[src/rtl/sdpw_pkg.sv]
package sdpw_pkg;

  typedef enum logic [2:0] {
    PS_FLOAT = 3'd0,
    PS_HIGH  = 3'd1,
    PS_LOW   = 3'd2,
    PS_WARM  = 3'd3,
    PS_RUN   = 3'd4
  } pstate_e;

  localparam logic [1:0] FLD_OFF = 2'b00;
  localparam logic [1:0] FLD_RSV = 2'b01;
  localparam logic [1:0] FLD_CYC = 2'b10;
  localparam logic [1:0] FLD_ON  = 2'b11;

  function automatic logic [1:0] field_of(pstate_e s);
    case (s)
      PS_LOW:          return FLD_CYC;
      PS_WARM, PS_RUN: return FLD_ON;
      default:         return FLD_OFF;
    endcase
  endfunction

  // Returns {oe, value} for a command or data pin.
  function automatic logic [1:0] sig_drive(pstate_e s, logic cv, logic coe);
    case (s)
      PS_HIGH, PS_WARM: return 2'b11;
      PS_LOW:           return 2'b10;
      PS_RUN:           return {coe, cv};
      default:          return 2'b00;
    endcase
  endfunction

  // Returns {oe, value} for the card clock pin.
  function automatic logic [1:0] ck_drive(pstate_e s, logic ck);
    case (s)
      PS_HIGH:         return 2'b11;
      PS_WARM, PS_RUN: return {1'b1, ck};
      default:         return 2'b10;
    endcase
  endfunction

endpackage

[src/rtl/sdpw_warmup.sv]
module sdpw_warmup #(
  parameter int WARM_CYCLES = 74
) (
  input  logic clk,
  input  logic rst_n,
  input  logic active,
  input  logic ck_stb,
  output logic last
);
  localparam int CW = $clog2(WARM_CYCLES + 1);
  localparam logic [CW-1:0] LAST_IDX = CW'(WARM_CYCLES - 1);

  logic [CW-1:0] cnt_q, cnt_d;
  logic          cnt_en;

  assign cnt_en = !active || ck_stb;
  assign last   = active && ck_stb && (cnt_q == LAST_IDX);

  always_comb begin
    cnt_d = cnt_q;
    if (!active)     cnt_d = '0;
    else if (ck_stb) cnt_d = cnt_q + CW'(1);
  end

  always_ff @(posedge clk or negedge rst_n) begin
    if (!rst_n)      cnt_q <= '0;
    else if (cnt_en) cnt_q <= cnt_d;
  end
endmodule

[src/rtl/sdpw_ctrl.sv]
module sdpw_ctrl
  import sdpw_pkg::*;
(
  input  logic       clk,
  input  logic       rst_n,
  input  logic       wr_en,
  input  logic [1:0] wr_data,
  input  logic       warm_last,
  output pstate_e    state
);
  pstate_e st_q, st_d;
  logic    st_en;

  always_comb begin
    st_d = st_q;
    case (st_q)
      PS_FLOAT, PS_HIGH, PS_LOW: begin
        if (wr_en) begin
          case (wr_data)
            FLD_OFF: st_d = PS_HIGH;
            FLD_CYC: st_d = PS_LOW;
            FLD_ON:  st_d = PS_WARM;
            default: st_d = st_q;
          endcase
        end
      end
      PS_WARM: if (warm_last) st_d = PS_RUN;
      PS_RUN:  st_d = PS_RUN;
      default: st_d = PS_FLOAT;
    endcase
  end

  assign st_en = (st_d != st_q);

  always_ff @(posedge clk or negedge rst_n) begin
    if (!rst_n)     st_q <= PS_FLOAT;
    else if (st_en) st_q <= st_d;
  end

  assign state = st_q;
endmodule

[src/rtl/sdpw_linemux.sv]
module sdpw_linemux
  import sdpw_pkg::*;
#(
  parameter int DW = 8
) (
  input  pstate_e         state,
  input  logic            card_ck,
  input  logic            core_cmd_o,
  input  logic            core_cmd_oe,
  input  logic [DW-1:0]   core_dat_o,
  input  logic [DW-1:0]   core_dat_oe,
  output logic            pad_ck_o,
  output logic            pad_ck_oe,
  output logic            pad_cmd_o,
  output logic            pad_cmd_oe,
  output logic [DW-1:0]   pad_dat_o,
  output logic [DW-1:0]   pad_dat_oe
);
  assign {pad_ck_oe, pad_ck_o}   = ck_drive(state, card_ck);
  assign {pad_cmd_oe, pad_cmd_o} = sig_drive(state, core_cmd_o, core_cmd_oe);

  for (genvar i = 0; i < DW; i++) begin : g_dat
    assign {pad_dat_oe[i], pad_dat_o[i]} =
      sig_drive(state, core_dat_o[i], core_dat_oe[i]);
  end
endmodule

[src/rtl/sd_line_pwrseq.sv]
module sd_line_pwrseq
  import sdpw_pkg::*;
#(
  parameter int DW          = 8,
  parameter int WARM_CYCLES = 74
) (
  input  logic          clk,
  input  logic          rst_n,
  input  logic          wr_en,
  input  logic [1:0]    wr_data,
  output logic [1:0]    rd_data,
  input  logic          ck_stb,
  input  logic          card_ck,
  input  logic          core_cmd_o,
  input  logic          core_cmd_oe,
  input  logic [DW-1:0] core_dat_o,
  input  logic [DW-1:0] core_dat_oe,
  output logic [2:0]    line_state,
  output logic          core_enable,
  output logic          pad_ck_o,
  output logic          pad_ck_oe,
  output logic          pad_cmd_o,
  output logic          pad_cmd_oe,
  output logic [DW-1:0] pad_dat_o,
  output logic [DW-1:0] pad_dat_oe
);
  pstate_e state;
  logic    warm_last;

  sdpw_ctrl u_ctrl (
    .clk       (clk),
    .rst_n     (rst_n),
    .wr_en     (wr_en),
    .wr_data   (wr_data),
    .warm_last (warm_last),
    .state     (state)
  );

  sdpw_warmup #(.WARM_CYCLES(WARM_CYCLES)) u_warm (
    .clk    (clk),
    .rst_n  (rst_n),
    .active (state == PS_WARM),
    .ck_stb (ck_stb),
    .last   (warm_last)
  );

  sdpw_linemux #(.DW(DW)) u_mux (
    .state       (state),
    .card_ck     (card_ck),
    .core_cmd_o  (core_cmd_o),
    .core_cmd_oe (core_cmd_oe),
    .core_dat_o  (core_dat_o),
    .core_dat_oe (core_dat_oe),
    .pad_ck_o    (pad_ck_o),
    .pad_ck_oe   (pad_ck_oe),
    .pad_cmd_o   (pad_cmd_o),
    .pad_cmd_oe  (pad_cmd_oe),
    .pad_dat_o   (pad_dat_o),
    .pad_dat_oe  (pad_dat_oe)
  );

  assign rd_data     = field_of(state);
  assign line_state  = state;
  assign core_enable = (state == PS_RUN);
endmodule

[config.mk]
export PLATFORM = sky130hd
export DESIGN_NAME = sd_line_pwrseq
export DESIGN_NICKNAME = d
export VERILOG_FILES = /design/src/rtl/sdpw_pkg.sv /design/src/rtl/sdpw_warmup.sv /design/src/rtl/sdpw_ctrl.sv /design/src/rtl/sdpw_linemux.sv /design/src/rtl/sd_line_pwrseq.sv
export SDC_FILE = /design/constraint.sdc
export NUM_CORES = 1
export LEC_CHECK = 0
export ABC_AREA = 1
export ABC_CLOCK_PERIOD_IN_PS = 2440
export BUFFER_PORTS_ARGS = -buffer_cell sky130_fd_sc_hd__clkbuf_2
export CORE_MARGIN = 2
export CORE_UTILIZATION = 47
export CTS_CLUSTER_DIAMETER = 100
export DETAILED_ROUTE_END_ITERATION = 10
export GPL_TIMING_DRIVEN = 0
export PLACE_DENSITY = 0.87
export SETUP_SLACK_MARGIN = 0.1
export SLEW_MARGIN = 20
export SYNTH_ARGS = -nofsm -noshare
export SYNTH_HDL_FRONTEND = slang
export SYNTH_HIERARCHICAL = 1
export SYNTH_SLANG_ARGS = --single-unit
[constraint.sdc]
create_clock -name clk -period 2.44 [get_ports clk]
set_input_delay 0.122 -clock clk [delete_from_list [all_inputs] [get_ports clk]]
set_output_delay 0.122 -clock clk [all_outputs]
set_load 0.01 [all_outputs]
# Yosys cells after proc, flatten, opt, wreduce, memory -nomap -nowiden
# Index checks and enable logic that the tools add are counted.
# word_totals
latch_bits	0
romBits	0
ram_bits	0
output_inout_bits	26
inputBits	25
word_cells	39
ff_bits	10
memories	0
# classes
shifts	0
muxes	17
div_mod_pow	0
n_eq_ne	9
bitwise_logic	0
n_addsub	1
multipliers	0
reduce_logical	10
n_lt_le_gt_ge	0
# op_table
cell	count
$pmux 2 s3	9
$pmux 3 s3	2
$mux 7	2
$add 7x1->7 const B	1
$eq 7x7->1 const B	1
$eq 3x2->1 const B	2
$mux 3	2
$eq 2x2->1 const B	2
$pmux 2 s2	1
$reduce_or 2->1	2
$eq 3x1->1 const B	1
$eq 3x3->1 const B	1
$logic_not 3->1	1
$ne 3x3->1	1
$reduce_or 3->1	1
$logic_and 1x1->1	2
$logic_not 2->1	1
$ne 2x2->1 const B	1
$pmux 1 s2	1
$reduce_and 2->1	1
$logic_not 1->1	1
$logic_or 1x1->1	1

# Longest topological paths before layout
# Gate-level depths: netlist of run 1.
# depth
ltp_word	6
depth_mapped	8
depth_no_buf	8

# By module
# Netlist of run 1, hierarchy kept.
# modules_own_cells
module	area_per_inst_um2	instances	cells_each	seq_area_each_um2
sdpw_warmup	386.6	1	48	175.2
sdpw_linemux	257.7	1	51	0.0
sdpw_ctrl	219.0	1	30	75.1
sd_line_pwrseq	40.0	1	9	0.0

# Worst setup path after synthesis of run 1
# No wires, ideal clock.
# synth_path
kind	flip-flop to flip-flop
start	reg u_ctrl.st_q[1] (netlist: u_ctrl/state[1])
end	reg u_ctrl.st_q[0] (netlist: u_ctrl/state[0])
required_ns	2.321
period_less_slack_ns	1.562
setup_ns	0.119
arrival_time_ns	1.443
slack_ns	0.878
path_stages_with_launch	8
n_path_buf	0
cell_sequence	dfrtp_1 > nand3_1 > inv_1 > nand2_1 > nor3_1 > nor2_1 > nand3_1 > nand2_1
# synth_via
elab_chain_cells	6
elab_cells_between_ends	13
classes_between	eq/ne: 5; mux: 4; reduce/logical: 4
# synth_lines
item	line_no	source
start: declaration	sdpw_ctrl.sv:11	pstate_e st_q, st_d;
start signal: assignment	sdpw_ctrl.sv:37	else if (st_en) st_q <= st_d;
$eq 3x2->1 *	sd_line_pwrseq.sv:42	.active (state == PS_WARM),
$logic_and 1x1->1 * (2 in a row)	sdpw_warmup.sv:17	assign last = active && ck_stb && (cnt_q == LAST_IDX);
named net warm_last	sd_line_pwrseq.sv:28	logic warm_last;
$mux 3 *	sdpw_ctrl.sv:27	PS_WARM: if (warm_last) st_d = PS_RUN;
$pmux 3 s3 *	sdpw_ctrl.sv:16	case (st_q)
$ne 3x3->1	sdpw_ctrl.sv:33	assign st_en = (st_d != st_q);
# Mark *: on every way through the listed nets, which the timed path passes. The rest lies on a longest branch.
# A chain may end at the register's enable or synchronous reset.

# Final worst setup path of run 1
# layout_path
start	reg u_ctrl.st_q[1] (netlist: u_ctrl/state[1])
end	reg u_ctrl.st_q[2] (netlist: u_ctrl/state[2])
# Same word-level chain as after synthesis.

==> results of run 1 <==
## per-layer routing
metal | wire (um) | track usage | vias to the layer above
met5 | 0 | 0 | -
met4 | 19 | 0.09189 | 0
met3 | 67 | 0.04528 | 2
met2 | 1226 | 0.3333 | 18
met1 | 975 | 0.2913 | 457
li1 | - | - | 551
## synthesized netlist by cell type, drive strengths merged
cell / n / share of area
o31ai: 1 / 0.0083
inv: 19 / 0.079
nand3: 30 / 0.17
a21oi: 5 / 0.032
buf: 4 / 0.042
xnor2: 1 / 0.0097
dfrtp: 10 / 0.28
nand4: 1 / 0.0069
o21ai: 1 / 0.0055
nand2: 41 / 0.17
nor2: 15 / 0.090
ha: 5 / 0.069
nor3: 1 / 0.0055
o21bai: 1 / 0.012
conb: 1 / 0.0042
o22ai: 2 / 0.014
## worst min path at each step
stage | startpoint | to | slack, ns | cells after the start
after global routing | wr_en | u_ctrl/state[0] | 0.20 | 4
after global placement | rst_n | u_warm/cnt_q[1] | -0.005 | 1
after floorplan | rst_n | u_ctrl/state[0] | -0.17 | 0
after CTS | wr_en | u_ctrl/state[0] | 0.17 | 4
after detailed placement | rst_n | u_warm/cnt_q[1] | 0.0002 | 1
final | wr_en | u_ctrl/state[0] | 0.18 | 4
## worst max-delay path, delay by kind of cell (launching register included)
| family | cells | cell delay (ns) |
|---|---|---|
| simple gates | 4 | 0.74 |
| compound gates | 1 | 0.11 |
| flops | 1 | 0.63 |
| buf+inv | 1 | 0.20 |
## power by group
group	switching, mW	internal, mW	total [mW]
combinational	0.0405	0.0384	0.0790
sequential	0	0.166	0.166
clock	0.0577	0.0905	0.148
total	0.0982	0.295	0.393
## logic make-up (layout without fill, tap and decap cells)
logic type               after synthesis  count (layout)  synth area share
AO/OA/AOI/OAI                         10              10           0.07202
XOR/XNOR                               1               1          0.009697
adder cells (fa/ha/maj)                5               5           0.06925
buffers and inverters                 23              77            0.1205
flip-flops                            10              10            0.2770
other                                  1               1          0.004151
AND/OR/NAND/NOR                       88              88            0.4474
## metrics by stage
| stage | std cells | worst slack (ns) | utilization | cell area [um^2] |
|---|---|---|---|---|
| floorplan | 138 | 0.8776 | - | 903.4 |
| global placement | 212 | 0.7310 | 0.6688 | 1180 |
| detailed placement | 212 | 0.6848 | 0.6688 | 1180 |
| CTS | 217 | 0.6612 | 0.6950 | 1226 |
| global route | 217 | 0.4537 | 0.6950 | 1226 |
| finish | 217 | 0.6476 | 0.6950 | 1226 |
## flip-flops by register name, indices dropped and copies added, names as in the netlist
name          count
u_ctrl/state      3
u_warm/cnt_q      7
## final cells by class
cell class / count / share of cell area
clock buffers: 4 / 0.02959
repair buffers: 50 / 0.2082
inverters: 19 / 0.05816
well taps: 25 / 0.02551
multi-input cells: 105 / 0.4439
plain buffers: 4 / 0.03061
flip-flops and latches: 10 / 0.2041
## repair_timing
| item | in CTS | in global routing |
|---|---|---|
| resized for setup | 0 | 0 |
| endpoints found under the hold margin | 10 | 0 |
| hold buffers | 1 | 0 |
==> results by group, run 1 <==
Logic synthesis
  • Synthesized Nets: 168
  • Synth Register Bits: 10
  • Post-synthesis sequential area ratio: 0.2770
  • Syn avg cell area: 6.546 um^2
  • Synth Instances: 138
  • Netlist cell types: 23
  • Mapped Area: 903.4 um^2
  • Yosys warning count: 6

Routing
  • Remaining DRCs: 0
  • DR vias/cell: 4.737
  • Initial drt markers: 36
  • WL per Instance: 10.55 um
  • Routed Antenna Nets: 0
  • Final wirelength: 2.289 mm
  • Vias: 1028
  • First-pass detailed-route iteration total: 4

Setup path
  • CP Capture Point: u_ctrl/state[2]
  • R2r setup slk: 0.65 ns
  • Cell Chain, Critical Path: nand3_1 -> inv_1 -> nand2_1 -> nor3_1 -> nand4_1 -> o31ai_1
  • Crit path arrival time: 1.94 ns
  • FF-to-FF path depth: 6
  • Worst Path Max Fanout: 12
  • Worst r2r src: u_ctrl/state[1]
  • Max stage delay on crit path: 0.63 ns
  • CP endpoint kind: register
  • Startpoint Class: register
  • WS Path Type: register to register
  • WP data required: 2.59 ns
  • RR Endpoint: u_ctrl/state[2]
  • CP Launch Point: u_ctrl/state[1]
  • Slowest cell on crit path: dfrtp_1

Global routing
  • Initial antenna violation count: 0
  • First-pass GRT wire length: 3.498 mm
  • Total GRT Usage: 0.2160
  • Maximum number of pins on one net before global-route repair: 13
  • Vias in the first global route: 848
  • Grt total ovfl: 0

Clock tree
  • Bufs on Longest Clock Path: 2
  • Clock Pin Slew Worst Setup and Hold Paths: 0.07 ns
  • CTS tree: done
  • CTS root buf: clkbuf_4
  • H-Tree Depth: 1
  • Setup Buffers After CTS: 0
  • # clock sinks: 10
  • Number of buffers created by CTS: 3
  • Clock latency on the worst-skew pair: 0.26 ns

Placed design
  • PortBufs: 49
  • Placer congestion estimate: 0.8132
  • DPL Wire Length: 1.906 mm

Die
  • Initial core utilization: 0.5121
  • Core area: 1764 um^2
  • Die height: 47.84 um
  • DIE WIDTH: 47.84 um
  • Ports: 51
  • Row count: 15
  • Die ar.: 2289 um^2

STA
  • Final Hold Fails: 0
  • Fin crit share: 0.7346
  • Hold_ws: 0.1842 ns
  • Layout Skew: 0.004982 ns
  • RSZ-0062 raised after global routing: no
  • Total negative slack: 0 ns
  • Pins Over Slew Limit: 0
  • Final setup fails: 0
  • Period minus WS final: 1.792 ns
  • Max Freq: 557.9 MHz

Power
  • Pleak: 0.7182 nW
  • Overall power: 0.3928 mW
  • Pwr dens: 320.4 nW/um^2
  • Maximum VDD drop: 0.2246 mV

Final layout
  • Nets: 223
  • Register area: 250.2 um^2
  • Commonest non-fill, non-tap cell in the layout: clkbuf_2
  • Layout cells sized above 1: 0.3490
  • Fillers: 167
  • Area occupied by multi-input gates: 544.3 um^2
  • Area Overhead vs Synth: 35.73%
  • Ant. Diodes: 0
  • Commonest non-fill, non-tap cells in the layout: clkbuf_2 (49), nand2_1 (40), nand3_1 (29), inv_1 (17), nor2_1 (11)

Hold path
  • Hold Path Class: input pin to register

Outcome
  • Status: finished clean

Run
  • Max-cap violations: 0
Note: power is estimated with default switching activity, not from simulation.
==> run 2: changes to the inputs <==
ABC_CLOCK_PERIOD_IN_PS = 1700   (was 2440)
CORE_UTILIZATION = 43   (was 47)
PLACE_DENSITY = 0.8   (was 0.87)
clock period = 1.7 ns   (was 2.44 ns; I/O delays follow)
==> results by group, run 2 (synthesis results as in run 1) <==
Placed design
  • Placer congestion estimate: 0.7903 (was 0.8132)
  • PortBufs: 49 (unchanged)
  • DPL Wire Length: 1.833 mm (was 1.906 mm)

Hold path
  • Hold Path Cell Cnt: 4 (unchanged)
  • Hold Path Class: input pin to register (unchanged)

Setup path
  • WS Path Type: register to primary output (was register to register)
  • Worst Path Max Fanout: 11 (was 12)
  • Slowest cell on crit path: dfrtp_2 (was dfrtp_1)
  • WP data required: 1.62 ns (was 2.59 ns)
  • CP endpoint kind: primary output (was register)
  • RR Endpoint: u_ctrl/state[1] (was u_ctrl/state[2])
  • CP Launch Point: u_ctrl/state[0] (was u_ctrl/state[1])
  • Buffers and inverters on the worst path: 2 (was 1)
  • Startpoint Class: register (unchanged)
  • CP Capture Point: pad_dat_oe[1] (was u_ctrl/state[2])
  • Crit path arrival time: 1.39 ns (was 1.94 ns)
  • Worst path depth: 5 (was 6)
  • Cell family with most CP delay: flip-flops (was simple AND/OR/NAND/NOR gates)
  • FF-to-FF path depth: 7 (was 6)
  • Cell Chain, Critical Path: nor2_4 -> buf_6 -> nand3_1 -> nand2_1 -> clkbuf_2 (was nand3_1 -> inv_1 -> nand2_1 -> nor3_1 -> nand4_1 -> o31ai_1)
  • Max stage delay on crit path: 0.51 ns (was 0.63 ns)
  • R2r setup slk: 0.27 ns (was 0.65 ns)
  • Worst r2r src: u_ctrl/state[1] (unchanged)

Die
  • Initial core utilization: 0.4605 (was 0.5121)
  • Die ar.: 2484 um^2 (was 2289 um^2)
  • Ports: 51 (unchanged)
  • Die height: 49.84 um (was 47.84 um)
  • Core area: 1962 um^2 (was 1764 um^2)
  • Row count: 16 (was 15)
  • DIE WIDTH: 49.84 um (was 47.84 um)

Routing
  • Final wirelength: 2.309 mm (was 2.289 mm)
  • WL per Instance: 10.45 um (was 10.55 um)
  • Vias: 1074 (was 1028)
  • Initial drt markers: 31 (was 36)
  • DR vias/cell: 4.860 (was 4.737)
  • First-pass detailed-route iteration total: 4 (unchanged)
  • Remaining DRCs: 0 (unchanged)
  • Routed Antenna Nets: 0 (unchanged)

Clock tree
  • Bufs on Longest Clock Path: 2 (unchanged)
  • H-Tree Depth: 1 (unchanged)
  • # clock sinks: 10 (unchanged)
  • CTS tree: done (unchanged)
  • CTS root buf: clkbuf_4 (unchanged)
  • Clock Pin Slew Worst Setup and Hold Paths: 0.07 ns (about the same)
  • Number of buffers created by CTS: 3 (unchanged)
  • Clock latency on the worst-skew pair: 0.26 ns (about the same)

Global routing
  • Maximum number of pins on one net before global-route repair: 13 (unchanged)
  • Vias in the first global route: 1038 (was 848)
  • Grt total ovfl: 0 (unchanged)
  • First-pass GRT wire length: 4.181 mm (was 3.498 mm)
  • Initial antenna violation count: 0 (unchanged)
  • Total GRT Usage: 0.2084 (was 0.2160)

Final layout
  • Largest register FFs: 7 (unchanged)
  • Most flops, register: u_warm/cnt_q (unchanged)
  • Layout cells sized above 1: 0.3814 (was 0.3490)
  • Ant. Diodes: 0 (unchanged)
  • Area Overhead vs Synth: 39.47% (was 35.73%)
  • Nets: 225 (was 223)
  • Commonest non-fill, non-tap cell in the layout: clkbuf_2 (unchanged)
  • Final core utilization: 0.6422 (was 0.6950)
  • Commonest non-fill, non-tap cells in the layout: clkbuf_2 (49), nand2_1 (40), nand3_1 (29), inv_1 (16), nor2_1 (11) (was clkbuf_2 (49), nand2_1 (40), nand3_1 (29), inv_1 (17), nor2_1 (11))

STA
  • Layout Skew: 0.003812 ns (was 0.004982 ns)
  • Period minus WS final: 1.478 ns
  • Fin crit share: 0.8692
  • RSZ-0062 raised after global routing: yes (was no)
  • Pins Over Slew Limit: 0 (unchanged)
  • Final Hold Fails: 0 (unchanged)
  • Final setup fails: 0 (unchanged)
  • Max Freq: 676.7 MHz
  • Hold_ws: 0.1552 ns (was 0.1842 ns)

Power
  • Overall power: 0.5660 mW (was 0.3928 mW)
  • Maximum VDD drop: 0.3051 mV (was 0.2246 mV)
  • Pleak: 0.7219 nW (was 0.7182 nW)
  • Pwr dens: 449.2 nW/um^2 (was 320.4 nW/um^2)

Run
  • Max-cap violations: 0 (unchanged)

Outcome
  • Status: finished clean (unchanged)
-- run 2: changes by cell type in the layout (fill, tap and decap cells not counted) --
cell,previous run,this run
inv_1,17,16
nor3_1,1,0
dfrtp_2,0,3
dfrtp_1,10,7
o21bai_2,1,0
buf_4,2,4
inv_2,2,3
nor3_2,0,1
o21bai_4,0,1
-- run 2: worst min path at each step --
stage / to / start / slack (ns)
final: u_ctrl/state[0] / wr_en / 0.16
after floorplan: u_ctrl/state[0] / rst_n / -0.21
after detailed placement: u_warm/cnt_q[1] / rst_n / -0.03
after global routing: u_warm/cnt_q[4] / ck_stb / 0.17
after CTS: u_ctrl/state[0] / wr_en / 0.16
after global placement: u_warm/cnt_q[1] / rst_n / -0.04
-- run 2: stage by stage --
stage                     area (um^2)  std cells  setup TNS, ns  worst slack [ns]
after global routing             1260        221              0           0.09451
after detailed placement         1182        214       -0.08493          -0.03631
final                            1260        221              0            0.2223
after global placement           1182        214       -0.05316          -0.02667
after floorplan                 903.4        138              0            0.1376
after CTS                        1237        219              0            0.1315
-- run 2: worst reg2reg max path: stages, from the launching register on --
cell and delay (ns):
dfrtp_2 0.53, nand3_1 0.16, inv_2 0.13, nand2_1 0.13
nor3_2 0.17, nor2_1 0.07, nand3_1 0.08, nand2_1 0.06
-- run 2: layout make-up --
cell class	instances	area (um^2)
Timing Repair Buffer	52	270.3
Clock buffer	4	36.28
Buffer	4	37.54
Sequential cell	10	254.0
Fill cell	211	701.9
Tap cell	27	33.78
Inverter	19	71.32
Multi-Input combinational cell	105	556.8
-- run 2: report_power, final --
group / switching, mW / total, mW / internal (mW)
sequential: 0 / 0.238 / 0.238
combinational: 0.0592 / 0.114 / 0.0552
clock: 0.0838 / 0.214 / 0.130
-- run 2: metal layers --
layer	up-vias	global-route usage	wire length, um
met5	-	0	0
met4	0	0.08796	12
met3	2	0.03333	89
met2	32	0.3556	1250
met1	489	0.2586	956
li1	551	-	-
-- run 2: timing repair --
action / in CTS / in global routing
gates cloned: 0 / 0
setup buffers: 0 / 2
endpoints found under the hold margin: 10 / 0
setup endpoints to repair: 13 / 17
pin swaps: 0 / 2
hold buffers: 1 / 0
gates resized for setup: 4 / 2
==> run 3: changes to the inputs <==
MAX_ROUTING_LAYER = met4   (was default)
REMOVE_ABC_BUFFERS = 1   (was default)
==> results by group, run 3 (synthesis results as in run 1) <==
Power
  • Int Pwr: 0.4215 mW (was 0.4229 mW)
  • Maximum VDD drop: 0.3044 mV (was 0.3051 mV)
  • Comb pwr share: 0.194 (was 0.202)
  • NetSw: 0.1602 mW (was 0.1431 mW)
  • Pwr dens: 448.3 nW/um^2 (was 449.2 nW/um^2)
  • Sw Share: 0.2754 (was 0.2528)
  • Reg power frac: 0.408 (was 0.420)
  • Clk pwr share: 0.397 (was 0.378)
  • Pleak: 0.7498 nW (was 0.7219 nW)

Clock tree
  • Clock Pin Slew Worst Setup and Hold Paths: 0.08 ns (was 0.07 ns)
  • Number of buffers created by CTS: 3 (unchanged)
  • CTS tree: done (unchanged)
  • H-Tree Depth: 1 (unchanged)
  • CTS root buf: clkbuf_4 (unchanged)
  • Bufs on Longest Clock Path: 2 (unchanged)
  • Clock latency on the worst-skew pair: 0.28 ns (was 0.26 ns)
  • # clock sinks: 10 (unchanged)

STA
  • Hold_ws: 0.1537 ns (was 0.1552 ns)
  • Layout Skew: 0.002126 ns (was 0.003812 ns)
  • Period minus WS final: 1.577 ns (was 1.478 ns)
  • RSZ-0062 raised after global routing: no (was yes)
  • Final setup fails: 0 (unchanged)
  • Total negative slack: 0 ns (unchanged)
  • Final Hold Fails: 0 (unchanged)
  • Setup ws final: 0.1229 ns (was 0.2223 ns)
  • Max Freq: 634.1 MHz (was 676.7 MHz)
  • Fin crit share: 0.9277 (was 0.8692)
  • Pins Over Slew Limit: 0 (unchanged)

Routing
  • WL per Instance: 12.08 um (was 10.45 um)
  • DR vias/cell: 4.912 (was 4.860)
  • DR top layer: met4 (unchanged)
  • Vias: 1110 (was 1074)
  • Remaining DRCs: 0 (unchanged)
  • First-pass detailed-route iteration total: 4 (unchanged)
  • Final wirelength: 2.731 mm (was 2.309 mm)
  • Metal2 WL: 1.500 mm (was 1.250 mm)
  • Metal1 wirelength: 1.117 mm (was 956 um)
  • Initial drt markers: 47 (was 31)
  • Met3 wire length: 70 um (was 89 um)
  • Routed Antenna Nets: 0 (unchanged)

Setup path
  • Worst r2r src: u_ctrl/state[2] (was u_ctrl/state[1])
  • CP endpoint kind: register (was primary output)
  • Worst Path Max Fanout: 10 (was 11)
  • WS Path Type: register to register (was register to primary output)
  • CP Launch Point: u_ctrl/state[2] (was u_ctrl/state[0])
  • Startpoint Class: register (unchanged)
  • Crit path arrival time: 1.75 ns (was 1.39 ns)
  • FF-to-FF path depth: 8 (was 7)
  • WP data required: 1.87 ns (was 1.62 ns)

Final layout
  • Post-route cell area: 1297 um^2 (was 1260 um^2)
  • Nets: 230 (was 225)
  • Register area: 256.5 um^2 (was 254.0 um^2)
  • Area Overhead vs Synth: 43.63% (was 39.47%)
  • Area occupied by multi-input gates: 549.3 um^2 (was 556.8 um^2)
  • Ant. Diodes: 0 (unchanged)
  • Largest register FFs: 7 (unchanged)
  • Commonest non-fill, non-tap cell in the layout: clkbuf_2 (unchanged)
  • Layout cells sized above 1: 0.3970 (was 0.3814)
  • Fillers: 186 (was 211)
  • Most flops, register: u_warm/cnt_q (unchanged)
  • Commonest non-fill, non-tap cells in the layout: clkbuf_2 (49), nand2_1 (40), nand3_1 (29), inv_1 (16), nor2_1 (11) (unchanged)

Hold path
  • Hold path startpoint: wr_en (unchanged)
  • Hold Path Class: input pin to register (unchanged)
  • Hold Path Cell Cnt: 4 (unchanged)

Global routing
  • Initial antenna violation count: 0 (unchanged)
  • First-pass GRT wire length: 3.967 mm (was 4.181 mm)
  • Total GRT Usage: 0.2099 (was 0.2084)
  • Maximum number of pins on one net before global-route repair: 16 (was 13)
  • Grt total ovfl: 0 (unchanged)
  • Vias in the first global route: 979 (was 1038)

Placed design
  • Placer congestion estimate: 0.8529 (was 0.7903)
  • PortBufs: 49 (unchanged)
  • Post-DP Area: 1145 um^2 (was 1182 um^2)
  • Pre-CTS WS: -0.2757 ns (was -0.03631 ns)
  • DPL Wire Length: 1.787 mm (was 1.833 mm)

Run
  • Max-cap violations: 0 (unchanged)

Die
  • Die ar.: 2484 um^2 (unchanged)
  • DIE WIDTH: 49.84 um (unchanged)
  • Ports: 51 (unchanged)
  • Die height: 49.84 um (unchanged)
  • Row count: 16 (unchanged)
  • Initial core utilization: 0.4605 (unchanged)
  • Core area: 1962 um^2 (unchanged)

Outcome
  • Status: finished clean (unchanged)
==> run 3: layout make-up <==
class                      count  area share
multi-input combinational    105      0.4233
timing repair buffer          61      0.2700
sequential                    10      0.1977
inverter                      19     0.05497
clock buffer                   4     0.02797
tap                           27     0.02604
==> run 3: stage by stage <==
stage	utilization	total power [mW]	instances
after floorplan	-	0.2911	134
after global placement	0.5835	0.3484	210
after detailed placement	0.5835	0.3531	210
after CTS	0.6307	0.5794	218
after global routing	0.6614	0.6045	226
final	0.6614	0.5817	226
==> run 3: routing by layer <==
layer,up-vias,global-route usage
met2,29,0.3622
li1,564,-
met1,513,0.2366
met3,4,0.01212
met4,0,0.1296
met5,-,-
==> run 3: what timing repair did <==
| item | CTS | global route |
|---|---|---|
| hold buffers | 1 | 0 |
| buffers inserted | 3 | 8 |
| hold endpoints to repair | 10 | 0 |
| gates resized for setup | 6 | 0 |
| pin swaps | 1 | 1 |
| gates cloned | 0 | 0 |
| endpoints found under the setup margin | 27 | 3 |
==> run 3: final timing paths <==
| check | end | slack (ns) |
|---|---|---|
| worst max-delay path | u_ctrl/state[0] | 0.12 |
| worst min-delay path | u_ctrl/state[0] | 0.15 |
| worst max register to register | u_ctrl/state[0] | 0.12 |
| worst min register to register | u_warm/cnt_q[6] | 0.56 |
| max in group asynchronous | u_ctrl/state[2] | 1.27 |
| min in group asynchronous | u_warm/cnt_q[1] | 0.20 |
==> run 3: critical path: stages, from the launching register on <==
cell and delay [ns]:
dfrtp_4 0.53, inv_1 0.09, nand3_1 0.12, inv_2 0.12
nand2_1 0.13, nor3_2 0.22, nor2_1 0.08, nand3_1 0.10
nand2_1 0.07
==> run 3: power by group through the flow <==
stage	clock (mW)	sequential, mW	combinational [mW]
after floorplan	0	0.242	0.0487
after global placement	0	0.242	0.106
after detailed placement	0	0.242	0.111
after CTS	0.229	0.238	0.113
after global routing	0.240	0.238	0.127
final	0.231	0.238	0.113
